===== src/rtl/wp_pkg.sv =====
package wp_pkg;

  typedef enum logic [7:0] {
    OP_WRSR    = 8'h01,
    OP_PROG    = 8'h02,
    OP_WRDI    = 8'h04,
    OP_WREN    = 8'h06,
    OP_SECT_ER = 8'h20,
    OP_CHIP_ER = 8'hC7,
    OP_BLK_ER  = 8'hD8
  } wp_op_e;

  typedef struct packed {
    logic       lock;
    logic       dir;
    logic [2:0] size;
    logic       wel;
    logic       busy;
  } wp_stat_t;

  function automatic logic [7:0] pack_status(input wp_stat_t s);
    return {s.lock, 1'b0, s.dir, s.size, s.wel, s.busy};
  endfunction

endpackage


===== src/rtl/wp_inhibit_timer.sv =====
module wp_inhibit_timer #(
  parameter int unsigned TPUW_CYCLES = 64
) (
  input  logic clk,
  input  logic rst_n,
  input  logic pwr_ok,
  output logic inhibit
);
  localparam int CNT_W = $clog2(TPUW_CYCLES + 1);
  localparam logic [CNT_W-1:0] LIMIT = CNT_W'(TPUW_CYCLES);

  logic [CNT_W-1:0] cnt_q;

  always_ff @(posedge clk or negedge rst_n) begin
    if (!rst_n)             cnt_q <= '0;
    else if (!pwr_ok)       cnt_q <= '0;
    else if (cnt_q != LIMIT) cnt_q <= cnt_q + 1'b1;
  end

  assign inhibit = (cnt_q != LIMIT);

  a_r8_count_bounded: assert property (@(posedge clk) disable iff (!rst_n)
    cnt_q <= LIMIT);

  a_r9_restart_window: assert property (@(posedge clk) disable iff (!rst_n)
    !pwr_ok |=> inhibit);

endmodule


===== src/rtl/wp_region_decode.sv =====
module wp_region_decode #(
  parameter int ADDR_W   = 24,
  parameter int ARRAY_AW = 21,
  parameter int BLOCK_AW = 16
) (
  input  logic [ADDR_W-1:0] addr,
  input  logic              dir,
  input  logic [2:0]        size,
  output logic              addr_prot,
  output logic              any_prot
);
  localparam int NB_W = ARRAY_AW - BLOCK_AW;
  localparam logic [NB_W:0] NBLK = (NB_W+1)'(1) << NB_W;

  logic [NB_W-1:0] blk;
  logic [NB_W:0]   span;
  logic [NB_W:0]   blk_x;

  assign blk   = addr[ARRAY_AW-1:BLOCK_AW];
  assign blk_x = {1'b0, blk};

  always_comb begin
    if (size == 3'd0)
      span = '0;
    else if (size[2:1] == 2'b11 || (int'(size) - 1) >= NB_W)
      span = NBLK;
    else
      span = (NB_W+1)'(1) << (size - 3'd1);
  end

  always_comb begin
    if (span == '0)      addr_prot = 1'b0;
    else if (dir)        addr_prot = (blk_x < span);
    else                 addr_prot = (blk_x >= (NBLK - span));
  end

  assign any_prot = (size != 3'd0);

  always_comb begin
    if (size != 3'd0 && !dir && blk == '1)
      a_r5_top_block_covered: assert (addr_prot);
    if (size != 3'd0 && dir && blk == '0)
      a_r6_bottom_block_covered: assert (addr_prot);
  end

endmodule


===== src/rtl/wp_status_regs.sv =====
module wp_status_regs
  import wp_pkg::*;
(
  input  logic       clk,
  input  logic       rst_n,
  input  logic       pwr_ok,
  input  logic       set_wel,
  input  logic       clr_wel,
  input  logic       set_busy,
  input  logic       load_cfg,
  input  logic [7:0] cfg_in,
  input  logic       wr_done,
  output wp_stat_t   stat
);
  wp_stat_t st_q;

  always_ff @(posedge clk or negedge rst_n) begin
    if (!rst_n) begin
      st_q <= '0;
    end else if (!pwr_ok) begin
      st_q.wel  <= 1'b0;
      st_q.busy <= 1'b0;
    end else begin
      if (st_q.busy && wr_done) begin
        st_q.busy <= 1'b0;
        st_q.wel  <= 1'b0;
      end
      if (set_busy) st_q.busy <= 1'b1;
      if (set_wel)  st_q.wel  <= 1'b1;
      if (clr_wel)  st_q.wel  <= 1'b0;
      if (load_cfg) begin
        st_q.lock <= cfg_in[7];
        st_q.dir  <= cfg_in[5];
        st_q.size <= cfg_in[4:2];
      end
    end
  end

  assign stat = st_q;

  a_r10_done_clears: assert property (@(posedge clk) disable iff (!rst_n)
    st_q.busy && wr_done |=> !st_q.busy && !st_q.wel);

  a_r9_power_low_clears: assert property (@(posedge clk) disable iff (!rst_n)
    !pwr_ok |=> !st_q.busy && !st_q.wel);

  a_r9_cfg_kept: assert property (@(posedge clk) disable iff (!rst_n)
    !pwr_ok |=> $stable({st_q.lock, st_q.dir, st_q.size}));

endmodule


===== src/rtl/wprot_ctrl.sv =====
module wprot_ctrl
  import wp_pkg::*;
#(
  parameter int          ADDR_W      = 24,
  parameter int          ARRAY_AW    = 21,
  parameter int          BLOCK_AW    = 16,
  parameter int unsigned TPUW_CYCLES = 64
) (
  input  logic              clk,
  input  logic              rst_n,
  input  logic              pwr_ok,
  input  logic              wp_n,
  input  logic              cmd_valid,
  output logic              cmd_ready,
  input  logic [7:0]        cmd_op,
  input  logic [ADDR_W-1:0] cmd_addr,
  input  logic [7:0]        cmd_data,
  input  logic              wr_done,
  output logic              rsp_valid,
  output logic              rsp_accept,
  output logic [7:0]        status
);
  wp_stat_t stat;
  logic inhibit, addr_prot, any_prot;
  logic cmd_fire, grant, gate_ok, is_gated;
  logic set_wel, clr_wel, set_busy, load_cfg;
  logic rsp_valid_q, rsp_accept_q;

  wp_inhibit_timer #(.TPUW_CYCLES(TPUW_CYCLES)) u_timer (
    .clk(clk), .rst_n(rst_n), .pwr_ok(pwr_ok), .inhibit(inhibit)
  );

  wp_region_decode #(.ADDR_W(ADDR_W), .ARRAY_AW(ARRAY_AW), .BLOCK_AW(BLOCK_AW)) u_region (
    .addr(cmd_addr), .dir(stat.dir), .size(stat.size),
    .addr_prot(addr_prot), .any_prot(any_prot)
  );

  assign cmd_ready = !stat.busy;
  assign cmd_fire  = cmd_valid && cmd_ready;
  assign gate_ok   = !inhibit && stat.wel;

  always_comb begin
    grant    = 1'b0;
    is_gated = 1'b0;
    if (pwr_ok) begin
      case (cmd_op)
        OP_WREN:    grant = !inhibit;
        OP_WRDI:    grant = 1'b1;
        OP_WRSR: begin
          is_gated = 1'b1;
          grant    = gate_ok && !(stat.lock && !wp_n);
        end
        OP_PROG, OP_SECT_ER, OP_BLK_ER: begin
          is_gated = 1'b1;
          grant    = gate_ok && !addr_prot;
        end
        OP_CHIP_ER: begin
          is_gated = 1'b1;
          grant    = gate_ok && !any_prot;
        end
        default:    grant = 1'b1;
      endcase
    end
  end

  assign set_wel  = cmd_fire && grant && (cmd_op == OP_WREN);
  assign clr_wel  = cmd_fire && grant && (cmd_op == OP_WRDI);
  assign set_busy = cmd_fire && grant && is_gated;
  assign load_cfg = cmd_fire && grant && (cmd_op == OP_WRSR);

  wp_status_regs u_regs (
    .clk(clk), .rst_n(rst_n), .pwr_ok(pwr_ok),
    .set_wel(set_wel), .clr_wel(clr_wel), .set_busy(set_busy),
    .load_cfg(load_cfg), .cfg_in(cmd_data), .wr_done(wr_done),
    .stat(stat)
  );

  always_ff @(posedge clk or negedge rst_n) begin
    if (!rst_n) begin
      rsp_valid_q  <= 1'b0;
      rsp_accept_q <= 1'b0;
    end else begin
      rsp_valid_q  <= cmd_fire;
      rsp_accept_q <= cmd_fire && grant;
    end
  end

  assign rsp_valid  = rsp_valid_q;
  assign rsp_accept = rsp_accept_q;
  assign status     = pack_status(stat);

  a_r3_no_write_without_wel: assert property (@(posedge clk) disable iff (!rst_n)
    cmd_fire && !stat.wel && is_gated |=> rsp_valid && !rsp_accept);

  a_r4_lock_blocks_status_write: assert property (@(posedge clk) disable iff (!rst_n)
    cmd_fire && cmd_op == OP_WRSR && stat.lock && !wp_n |=> !rsp_accept);

  a_r7_chip_erase_blocked: assert property (@(posedge clk) disable iff (!rst_n)
    cmd_fire && cmd_op == OP_CHIP_ER && stat.size != 3'd0 |=> !rsp_accept);

  a_r9_reject_unpowered: assert property (@(posedge clk) disable iff (!rst_n)
    cmd_fire && !pwr_ok |=> !rsp_accept);

  a_r10_busy_after_write: assert property (@(posedge clk) disable iff (!rst_n)
    rsp_accept && $past(is_gated) |-> status[0] && !cmd_ready);

  a_r12_reject_keeps_idle: assert property (@(posedge clk) disable iff (!rst_n)
    rsp_valid && !rsp_accept |-> cmd_ready);

endmodule


===== config.mk =====
export PLATFORM = sky130hd
export DESIGN_NAME = wprot_ctrl
export DESIGN_NICKNAME = d
export VERILOG_FILES = /design/src/rtl/wp_pkg.sv /design/src/rtl/wp_inhibit_timer.sv /design/src/rtl/wp_region_decode.sv /design/src/rtl/wp_status_regs.sv /design/src/rtl/wprot_ctrl.sv
export SDC_FILE = /design/constraint.sdc
export NUM_CORES = 1
export LEC_CHECK = 0
export ABC_AREA = 0
export BUFFER_PORTS_ARGS = -buffer_cell sky130_fd_sc_hd__buf_2
export CAP_MARGIN = 5
export CORE_MARGIN = 1
export CORE_UTILIZATION = 50
export CTS_BUF_LIST = sky130_fd_sc_hd__clkbuf_4
export DETAILED_ROUTE_END_ITERATION = 10
export PLACE_DENSITY = 0.88
export RECOVER_POWER = 25
export SYNTH_ARGS = -nofsm -noshare
export SYNTH_HDL_FRONTEND = slang
export SYNTH_SLANG_ARGS = --single-unit

===== constraint.sdc =====
create_clock -name clk -period 3.4 [get_ports clk]
set_clock_uncertainty 0.15 [all_clocks]
set_input_delay 0.68 -clock clk [delete_from_list [all_inputs] [get_ports clk]]
set_output_delay 0.68 -clock clk [all_outputs]
set_load 0.05 [all_outputs]

==> impl_metrics.yaml, run 1 <==
status:
  status: "finished clean"
synthesis:
  synth_seq_cells: 16
  yosys-top-cells-area: "dfrtp_1, ha_1, xnor2_1"
  synth_commonest_cells: "dfrtp_1, ha_1, nand2_1, nor2_1, inv_1"
  yosysTopAreaCell: "dfrtp_1"
  synthArstFlopShare_pct: 100.0
  synth_seq_area_share_pct: 28.62
  ys_types: 46
  synthFlopType: "dfrtp_1"
  syn_area_per_cell_um2: 8.967
  synth_top_area_share_pct: 28.62
  synth_most_common_cell: "dfrtp_1"
  yosys_warnings: 0
  syn_area_um2: 1399
  syn_nets: 215
  synth_edf_count: 0
  syn_inst: 156
sta:
  worstMarginPinSlew_ps: 834.3
  fin_setup_tns_ps: 0
  hold_viol_final: 0
  fmax_mhz: 316.4
  final-setup-viol-count: 0
  rsz0062_at_grt: "false"
  max_slew_margin_pct: 44.38
  period_needed_ps: 3160
  slew_violations: 0
  final.period_utilization_pct: 92.96
routing:
  num_vias: 1266
  drcViolationCount: 0
  vias_per_cell: 5.781
  drtIter0Drc: 36
  finalWirelength_um: 3223
  routedWlPerCell_um: 14.72
  ant_nets: 0
  first_pass_iters: 4
pwr:
  power_switching_mw: 0.1009
  combinationalPowerShare_pct: 18.6
  pwr_density_cell_nw_per_um2: 228.0
  p_leak_nw: 0.7375
  seqPwrFrac_pct: 53.9
  ir_drop_v: 0.0002590
  swShare_pct: 27.58
  p_int_mw: 0.2651
  p_clk_share_pct: 27.5
floorplan:
  start_util_pct: 54.48
  rows: 18
  dieArea_um2: 3013
  coreArea_um2: 2567
  pin_count: 57
  die_w_um: 54.90
  die_y_um: 54.90
worst_hold_path:
  min_path_type: "primary input to asynchronous set/reset pin"
clock_tree:
  post-cts-setup-buffers: 0
  hold_buffers: 0
  clkSinkCount: 16
  clk_pin_slew_ps: 90
  cts_max_level: 1
  cts_buffer_depth: 2
  clk_latency_ps: 290
  cts_buffers: 3
  cts_tree: "yes"
  cts_root_buf: "clkbuf_4"
setup_path:
  crit_path_start_kind: "register"
  worst-path-max-fanout: 13
  r2r_start: "u_regs.stat[3]$_DFFE_PN0P_"
  worstSetupEndpointType: "register"
  r2r_cells: 13
  cp_data_required_time_ps: 3460
  r2r_setup_slack_ps: 240
  crit_arrival_ps: 3220
  r2r_end: "u_regs.stat[0]$_DFFE_PN0P_"
  path_class: "register to register"
layout:
  antenna_cells: 0
  finish.utilization_pct: 62.52
  final_net_count: 249
  drive_above_1_share_pct: 29.10
  syn_to_final_growth_pct: 14.76
flow_run:
  cap_violations: 0
global_routing:
  antenna_found_initial: 0
  grt_pass1_wl_um: 5333
  grt_start_max_net_pins: 17
  gr-total-overflow: 0
  first_global_vias: 1268
  track_usage_pct: 25.00
placed_design:
  io_buffer_count: 33
  finalWeightedCongestion: 0.8070
  hpwl_um: 2590
worst max-delay path, stage by stage (launching register included):
cell,delay [ps]
dfrtp_2,490
nor2_1,170
ha_1,260
nand2b_1,190
nand2b_1,200
ha_1,270
nand2b_1,130
o22ai_1,90
nor2_1,120
ha_1,260
a211o_1,310
o221ai_2,210
a22oi_1,120
o22ai_1,120
state kept, by name, summed over array words and instances (netlist names):
register and count:
rsp_valid 1, u_timer.cnt_q 7, u_regs.stat 7, rsp_accept 1
through the flow:
stage                     setup WS (ps)  total power [mW]  cell area [µm²]  hold WS, ps  std cells
after floorplan                   33.06            0.2367             1400        234.4        156
after global placement            327.2            0.2630             1574        345.0        215
after detailed placement          208.4            0.2686             1574        355.2        215
after CTS                         192.1            0.3710             1600        134.5        219
after global routing              24.17            0.3877             1605        387.7        219
final                             239.5            0.3660             1605        311.2        219
worst max path at each step:
stage / from / end / slack [ps]
6_report: u_regs.stat[3]$_DFFE_PN0P_ / u_regs.stat[0]$_DFFE_PN0P_ / 240
5_1_grt: u_regs.stat[3]$_DFFE_PN0P_ / u_regs.stat[0]$_DFFE_PN0P_ / 20
4_1_cts: u_regs.stat[3]$_DFFE_PN0P_ / u_regs.stat[0]$_DFFE_PN0P_ / 190
3_5_place_dp: u_regs.stat[3]$_DFFE_PN0P_ / u_regs.stat[0]$_DFFE_PN0P_ / 210
3_3_place_gp: u_regs.stat[3]$_DFFE_PN0P_ / u_regs.stat[0]$_DFFE_PN0P_ / 330
2_1_floorplan: u_regs.stat[2]$_DFFE_PN0P_ / u_regs.stat[0]$_DFFE_PN0P_ / 30
timing repair:
item,CTS,global route
gates resized for setup,0,1
hold endpoints to repair,0,0
setup endpoints to repair,0,1
cell families (layout without fill, tap and decap cells):
logic type,Yosys count,count (layout),synth area share (%)
flops,16,16,28.62
compound gates,33,33,16.37
buf+inv,16,49,6.082
fa+ha+maj,13,13,11.63
other cells,1,1,0.2681
xor+xnor,8,8,5.009
mux,6,6,4.740
simple gates,63,63,27.28
layout make-up:
| cell class | instances | area, µm² |
|---|---|---|
| flip-flops and latches | 16 | 401.6 |
| fillers | 233 | 962.2 |
| inverters | 9 | 33.78 |
| well taps | 30 | 37.54 |
| clock inverters | 1 | 3.754 |
| clock buffers | 3 | 22.52 |
| multi-input cells | 124 | 919.6 |
| repair buffers | 36 | 186.4 |
power groups by stage:
stage               Combinational (mW)  Clock, mW  Sequential, mW
finish                          0.0680      0.101           0.197
global route                    0.0758      0.114           0.198
CTS                             0.0677      0.106           0.197
detailed placement              0.0675          0           0.201
global placement                0.0624          0           0.201
floorplan                       0.0317          0           0.205
per-layer routing:
metal	share of wire (%)	vias to the layer above	global-route usage [%]	routed length [µm]
met3	6.1	2	6.284	196
li1	-	634	-	-
met4	0.25	0	4.583	8
met5	0	-	0	0
met1	41	577	28.06	1314
met2	53	53	47.39	1703
cell usage in the layout (no fill, tap or decap), types with 3 or more instances in the layout:
| master | netlist | final |
|---|---|---|
| a21oi_1 | 6 | 6 |
| and2_1 | 4 | 4 |
| buf_2 | 0 | 32 |
| buf_4 | 4 | 3 |
| clkbuf_4 | 0 | 3 |
| dfrtp_1 | 16 | 15 |
| ha_1 | 13 | 13 |
| inv_1 | 9 | 9 |
| mux2_2 | 5 | 5 |
| nand2_1 | 10 | 10 |
| nand2b_1 | 7 | 7 |
| nand3_1 | 6 | 6 |
| nand3b_1 | 3 | 3 |
| nor2_1 | 10 | 10 |
| nor2b_1 | 7 | 7 |
| o21ai_0 | 6 | 6 |
| xnor2_1 | 8 | 8 |
(Power assumes the default switching activity.)
==> run 2, diff against run 1 <==
--- a/config.mk
+++ b/config.mk
@@ -14,6 +14,7 @@
 export DETAILED_ROUTE_END_ITERATION = 10
 export PLACE_DENSITY = 0.88
 export RECOVER_POWER = 25
+export REMOVE_ABC_BUFFERS = 1
 export SYNTH_ARGS = -nofsm -noshare
 export SYNTH_HDL_FRONTEND = slang
 export SYNTH_SLANG_ARGS = --single-unit
==> impl_metrics.yaml, run 2 (synthesis results as in run 1) <==
clock_tree:
  cts_root_buf: "clkbuf_4"
  cts_max_level: 1
  cts_tree: "yes"
  clkSinkCount: 16
  cts_buffers: 3
  hold_buffers: 0
  clk_latency_ps: 280
  cts_buffer_depth: 2
  clk_pin_slew_ps: 90
  post-cts-setup-buffers: 0
  post_cts_resize_count: 0
placed_design:
  io_buffer_count: 33
  hpwl_um: 2515
  finalWeightedCongestion: 0.8441
pwr:
  combinationalPowerShare_pct: 18.2
  p_int_mw: 0.2648
  seqPwrFrac_pct: 53.9
  pwr_density_cell_nw_per_um2: 228.0
  power_switching_mw: 0.1013
  swShare_pct: 27.66
  p_clk_share_pct: 27.9
  p_leak_nw: 0.7444
  ir_drop_v: 0.0002527
floorplan:
  dieArea_um2: 3013
  die_w_um: 54.90
  die_y_um: 54.90
  coreArea_um2: 2567
  rows: 18
  pin_count: 57
  start_util_pct: 54.48
setup_path:
  crit_path_start_kind: "register"
  path_delay_family: "compound AO/OA/AOI/OAI gates"
  cp_slowest_cell: "or3b_2"
  r2r_cells: 11
  worstPathCellList: "nor2_1 > ha_1 > nand2b_1 > or3b_2 > ha_1 > a21oi_1 > a21oi_1 > a211oi_1 > o221ai_1 > a22oi_1 > o22ai_1"
  cp.depth: 11
  cp_data_required_time_ps: 3420
  critical_path.startpoint: "u_regs.stat[3]$_DFFE_PN0P_"
  crit_buf_inv: 0
  crit_arrival_ps: 3090
  worstSetupEndpointType: "register"
  r2r_start: "u_regs.stat[3]$_DFFE_PN0P_"
  path_class: "register to register"
  critPathMaxStageDelay_ps: 490
  worst-path-max-fanout: 3
routing:
  num_vias: 1297
  routedWlPerCell_um: 14.12
  vias_per_cell: 5.895
  ant_nets: 0
  drtIter0Drc: 35
  drcViolationCount: 0
  finalWirelength_um: 3106
  first_pass_iters: 4
sta:
  rsz0062_at_grt: "false"
  fin_setup_tns_ps: 0
  final-setup-viol-count: 0
  max_slew_margin_pct: 44.24
  final.period_utilization_pct: 90.30
  fmax_mhz: 325.7
  worstMarginPinSlew_ps: 836.4
  slew_violations: 0
  hold_viol_final: 0
  period_needed_ps: 3070
layout:
  multi_input_area_um2: 913.4
  fill_cells: 218
  syn_to_final_growth_pct: 14.76
  antenna_cells: 0
  final_net_count: 250
  drive_above_1_share_pct: 28.42
  final_cell_mix: "buf_2, dfrtp_1, ha_1, nor2_1, nand2_1"
  final_common_cell: "buf_2"
  ff_latch_area_um2: 400.4
  finish.utilization_pct: 62.52
global_routing:
  gr-total-overflow: 0
  first_global_vias: 1197
  grt_start_max_net_pins: 17
  grt_pass1_wl_um: 5071
  antenna_found_initial: 0
  track_usage_pct: 23.65
worst_hold_path:
  min_path_type: "primary input to asynchronous set/reset pin"
flow_run:
  cap_violations: 0
status:
  status: "finished clean"
run 2: cell types whose count changed in the layout (fill, tap and decap cells not counted):
cell | before | now
o221ai_1 | 1 | 2
o221ai_2 | 1 | 0
buf_4 | 3 | 4
dfrtp_1 | 15 | 16
dfrtp_2 | 1 | 0
run 2: path summary, 6_finish.rpt:
path                                              endpoint  slack, ps
min in group clk                       rsp_valid$_DFF_PN0_        370
max in group asynchronous       u_regs.stat[2]$_DFFE_PN0P_       2270
worst min-delay path                  rsp_accept$_DFF_PN0_        310
worst max register to register  u_regs.stat[0]$_DFFE_PN0P_        330
worst min register to register         rsp_valid$_DFF_PN0_        370
worst max-delay path            u_regs.stat[0]$_DFFE_PN0P_        330
run 2: through the flow:
step                      hold WS [ps]  power [mW]  cells  setup WS (ps)  instance area, µm²
after detailed placement         363.1      0.2675    216          349.1                1580
after CTS                        141.8      0.3690    220          328.0                1607
after floorplan                  234.4      0.2358    149          66.99                1348
final                            313.9      0.3660    220          329.7                1605
after global placement           343.7      0.2630    216          453.2                1580
after global routing             383.6      0.3834    220          126.0                1605
run 2: routing by layer:
| layer | wire length, µm | track usage (%) | share of wire [%] | vias up |
|---|---|---|---|---|
| met5 | 0 | 0 | 0 | - |
| met4 | 29 | 7.083 | 0.93 | 0 |
| met3 | 168 | 5.738 | 5.4 | 6 |
| met2 | 1597 | 42.97 | 51 | 58 |
| met1 | 1311 | 27.13 | 42 | 601 |
| li1 | - | - | - | 632 |
run 2: layout make-up:
cell class | instances | area share [%]
multi-input cells | 124 | 56.90
flip-flops and latches | 16 | 24.94
repair buffers | 37 | 12.08
well taps | 30 | 2.338
inverters | 9 | 2.104
clock buffers | 3 | 1.403
clock inverters | 1 | 0.2338
run 2: power groups by stage:
stage	Sequential, mW	Combinational [mW]	Clock, mW
6_report	0.197	0.0666	0.102
3_5_place_dp	0.201	0.0666	0
3_3_place_gp	0.201	0.0624	0
4_1_cts	0.197	0.0669	0.105
5_1_grt	0.198	0.0753	0.110
2_1_floorplan	0.205	0.0307	0
==> run 3, diff against run 2 <==
--- a/config.mk
+++ b/config.mk
@@ -9,10 +9,10 @@
 export BUFFER_PORTS_ARGS = -buffer_cell sky130_fd_sc_hd__buf_2
 export CAP_MARGIN = 5
 export CORE_MARGIN = 1
-export CORE_UTILIZATION = 50
+export CORE_UTILIZATION = 46
 export CTS_BUF_LIST = sky130_fd_sc_hd__clkbuf_4
 export DETAILED_ROUTE_END_ITERATION = 10
-export PLACE_DENSITY = 0.88
+export PLACE_DENSITY = 0.83
 export RECOVER_POWER = 25
 export REMOVE_ABC_BUFFERS = 1
 export SYNTH_ARGS = -nofsm -noshare
==> impl_metrics.yaml, run 3 (synthesis results as in run 1) <==
status:
  status: "finished with violations"
  violations: "design-rule violations"
clock_tree:
  cts_max_level: 1
  cts_buffers: 3
  post-cts-setup-buffers: 0
  clk_pin_slew_ps: 90
  cts_buffer_depth: 2
  clkSinkCount: 16
  hold_buffers: 0
  post_cts_resize_count: 0
  cts_tree: "yes"
  cts_root_buf: "clkbuf_4"
  clk_latency_ps: 300
pwr:
  pwr_density_cell_nw_per_um2: 228.8
  totalPowerFinal_mw: 0.3676
  p_leak_nw: 0.7444
  ir_drop_v: 0.0001376
floorplan:
  coreArea_um2: 2829
  pin_count: 57
  die_w_um: 57.15
  start_util_pct: 49.45
  dieArea_um2: 3266
  die_y_um: 57.15
  rows: 19
sta:
  fmax_mhz: 324.2
  rsz0062_at_grt: "false"
  slew_violations: 0
  final.period_utilization_pct: 90.73
  worstMarginPinSlew_ps: 834.4
  final-setup-viol-count: 0
  max_slew_margin_pct: 44.37
  period_needed_ps: 3085
  fin_setup_tns_ps: 0
  hold_viol_final: 0
setup_path:
  r2r_cells: 13
  cp_data_required_time_ps: 3480
  critPathMaxStageDelay_ps: 380
  r2r_end: "u_regs.stat[0]$_DFFE_PN0P_"
  path_class: "register to register"
  crit_arrival_ps: 3160
  r2r_setup_slack_ps: 320
  worstSetupEndpointType: "register"
  worst-path-max-fanout: 5
  r2r_start: "u_regs.stat[3]$_DFFE_PN0P_"
  worstPathCellList: "nor2_1 > ha_1 > nand2b_1 > nand2b_1 > ha_1 > nand2b_1 > o22ai_1 > nor2_1 > ha_1 > a211o_1 > o221ai_1 > a22oi_1 > o22ai_1"
  crit_path_start_kind: "register"
  cp_slowest_cell: "dfrtp_1"
worst_hold_path:
  min_path_type: "primary input to asynchronous set/reset pin"
placed_design:
  place_inst: 217
  finalWeightedCongestion: 0.8860
  hpwl_um: 2286
  io_buffer_count: 33
  post_dp_cell_area_um2: 1582
routing:
  ant_nets: 0
  vias_per_cell: 5.661
  first_pass_iters: 7
  num_vias: 1251
  routedWlPerCell_um: 12.73
  drtIter0Drc: 53
  finalWirelength_um: 2814
  drcViolationCount: 6
global_routing:
  grt_pass1_wl_um: 4919
  track_usage_pct: 19.12
  gr-total-overflow: 0
  antenna_found_initial: 0
  grt_start_max_net_pins: 17
  first_global_vias: 1159
layout:
  syn_to_final_growth_pct: 14.85
  stdcell_count: 221
  final_net_count: 250
  fill_cells: 256
  final_cell_area_um2: 1607
  final_cell_mix: "buf_2, dfrtp_1, ha_1, nor2_1, nand2_1"
  antenna_cells: 0
  drive_above_1_share_pct: 28.42
  final_common_cell: "buf_2"
flow_run:
  cap_violations: 0
-- run 3: worst max-delay path by stage --
stage | start | end | slack [ps]
2_1_floorplan | u_regs.stat[3]$_DFFE_PN0P_ | u_regs.stat[0]$_DFFE_PN0P_ | 70
3_3_place_gp | u_regs.stat[3]$_DFFE_PN0P_ | u_regs.stat[0]$_DFFE_PN0P_ | 350
3_5_place_dp | u_regs.stat[3]$_DFFE_PN0P_ | u_regs.stat[0]$_DFFE_PN0P_ | 320
4_1_cts | u_regs.stat[3]$_DFFE_PN0P_ | u_regs.stat[0]$_DFFE_PN0P_ | 280
5_1_grt | u_regs.stat[3]$_DFFE_PN0P_ | u_regs.stat[0]$_DFFE_PN0P_ | 40
6_report | u_regs.stat[3]$_DFFE_PN0P_ | u_regs.stat[0]$_DFFE_PN0P_ | 320
-- run 3: cell type report --
cell class              count  area [µm²]  share of cell area, %
multi-input cells         124       913.4                  56.85
flip-flops and latches     16       400.4                  24.92
repair buffers             37       193.9                  12.07
well taps                  31       38.79                  2.414
inverters                   9       33.78                  2.103
clock buffers               3       22.52                  1.402
clock inverters             1       3.754                 0.2336
-- run 3: power breakdown --
| group | switching, mW | internal (mW) | leakage [nW] |
|---|---|---|---|
| logic | 0.0372 | 0.0273 | 0.511 |
| clock network | 0.0630 | 0.0429 | 0.0154 |
| registers | 0.00294 | 0.194 | 0.218 |
-- run 3: layer usage --
layer / part of all wire, % / track usage [%] / wire length, µm / vias up
met4: 1.2 / 5.226 / 35 / 0
met3: 3.7 / 2.268 / 103 / 3
met5: 0 / 0 / 0 / -
met2: 49 / 33.78 / 1392 / 30
li1: - / - / - / 629
met1: 46 / 24.78 / 1282 / 589
-- run 3: through the flow --
step	setup WS (ps)	util, %	hold WS (ps)
floorplan	66.99	-	234.4
CTS	281.1	56.83	132.3
detailed placement	324.1	55.90	363.2
global placement	347.4	55.90	343.5
finish	315.1	56.79	295.5
global route	37.55	56.79	392.8
-- run 3: critical path: cells and delay by family (launching register included) --
kind | cells | cell delay, ps
compound gates | 5 | 920
fa+ha+maj | 3 | 790
simple gates | 5 | 780
flops | 1 | 380
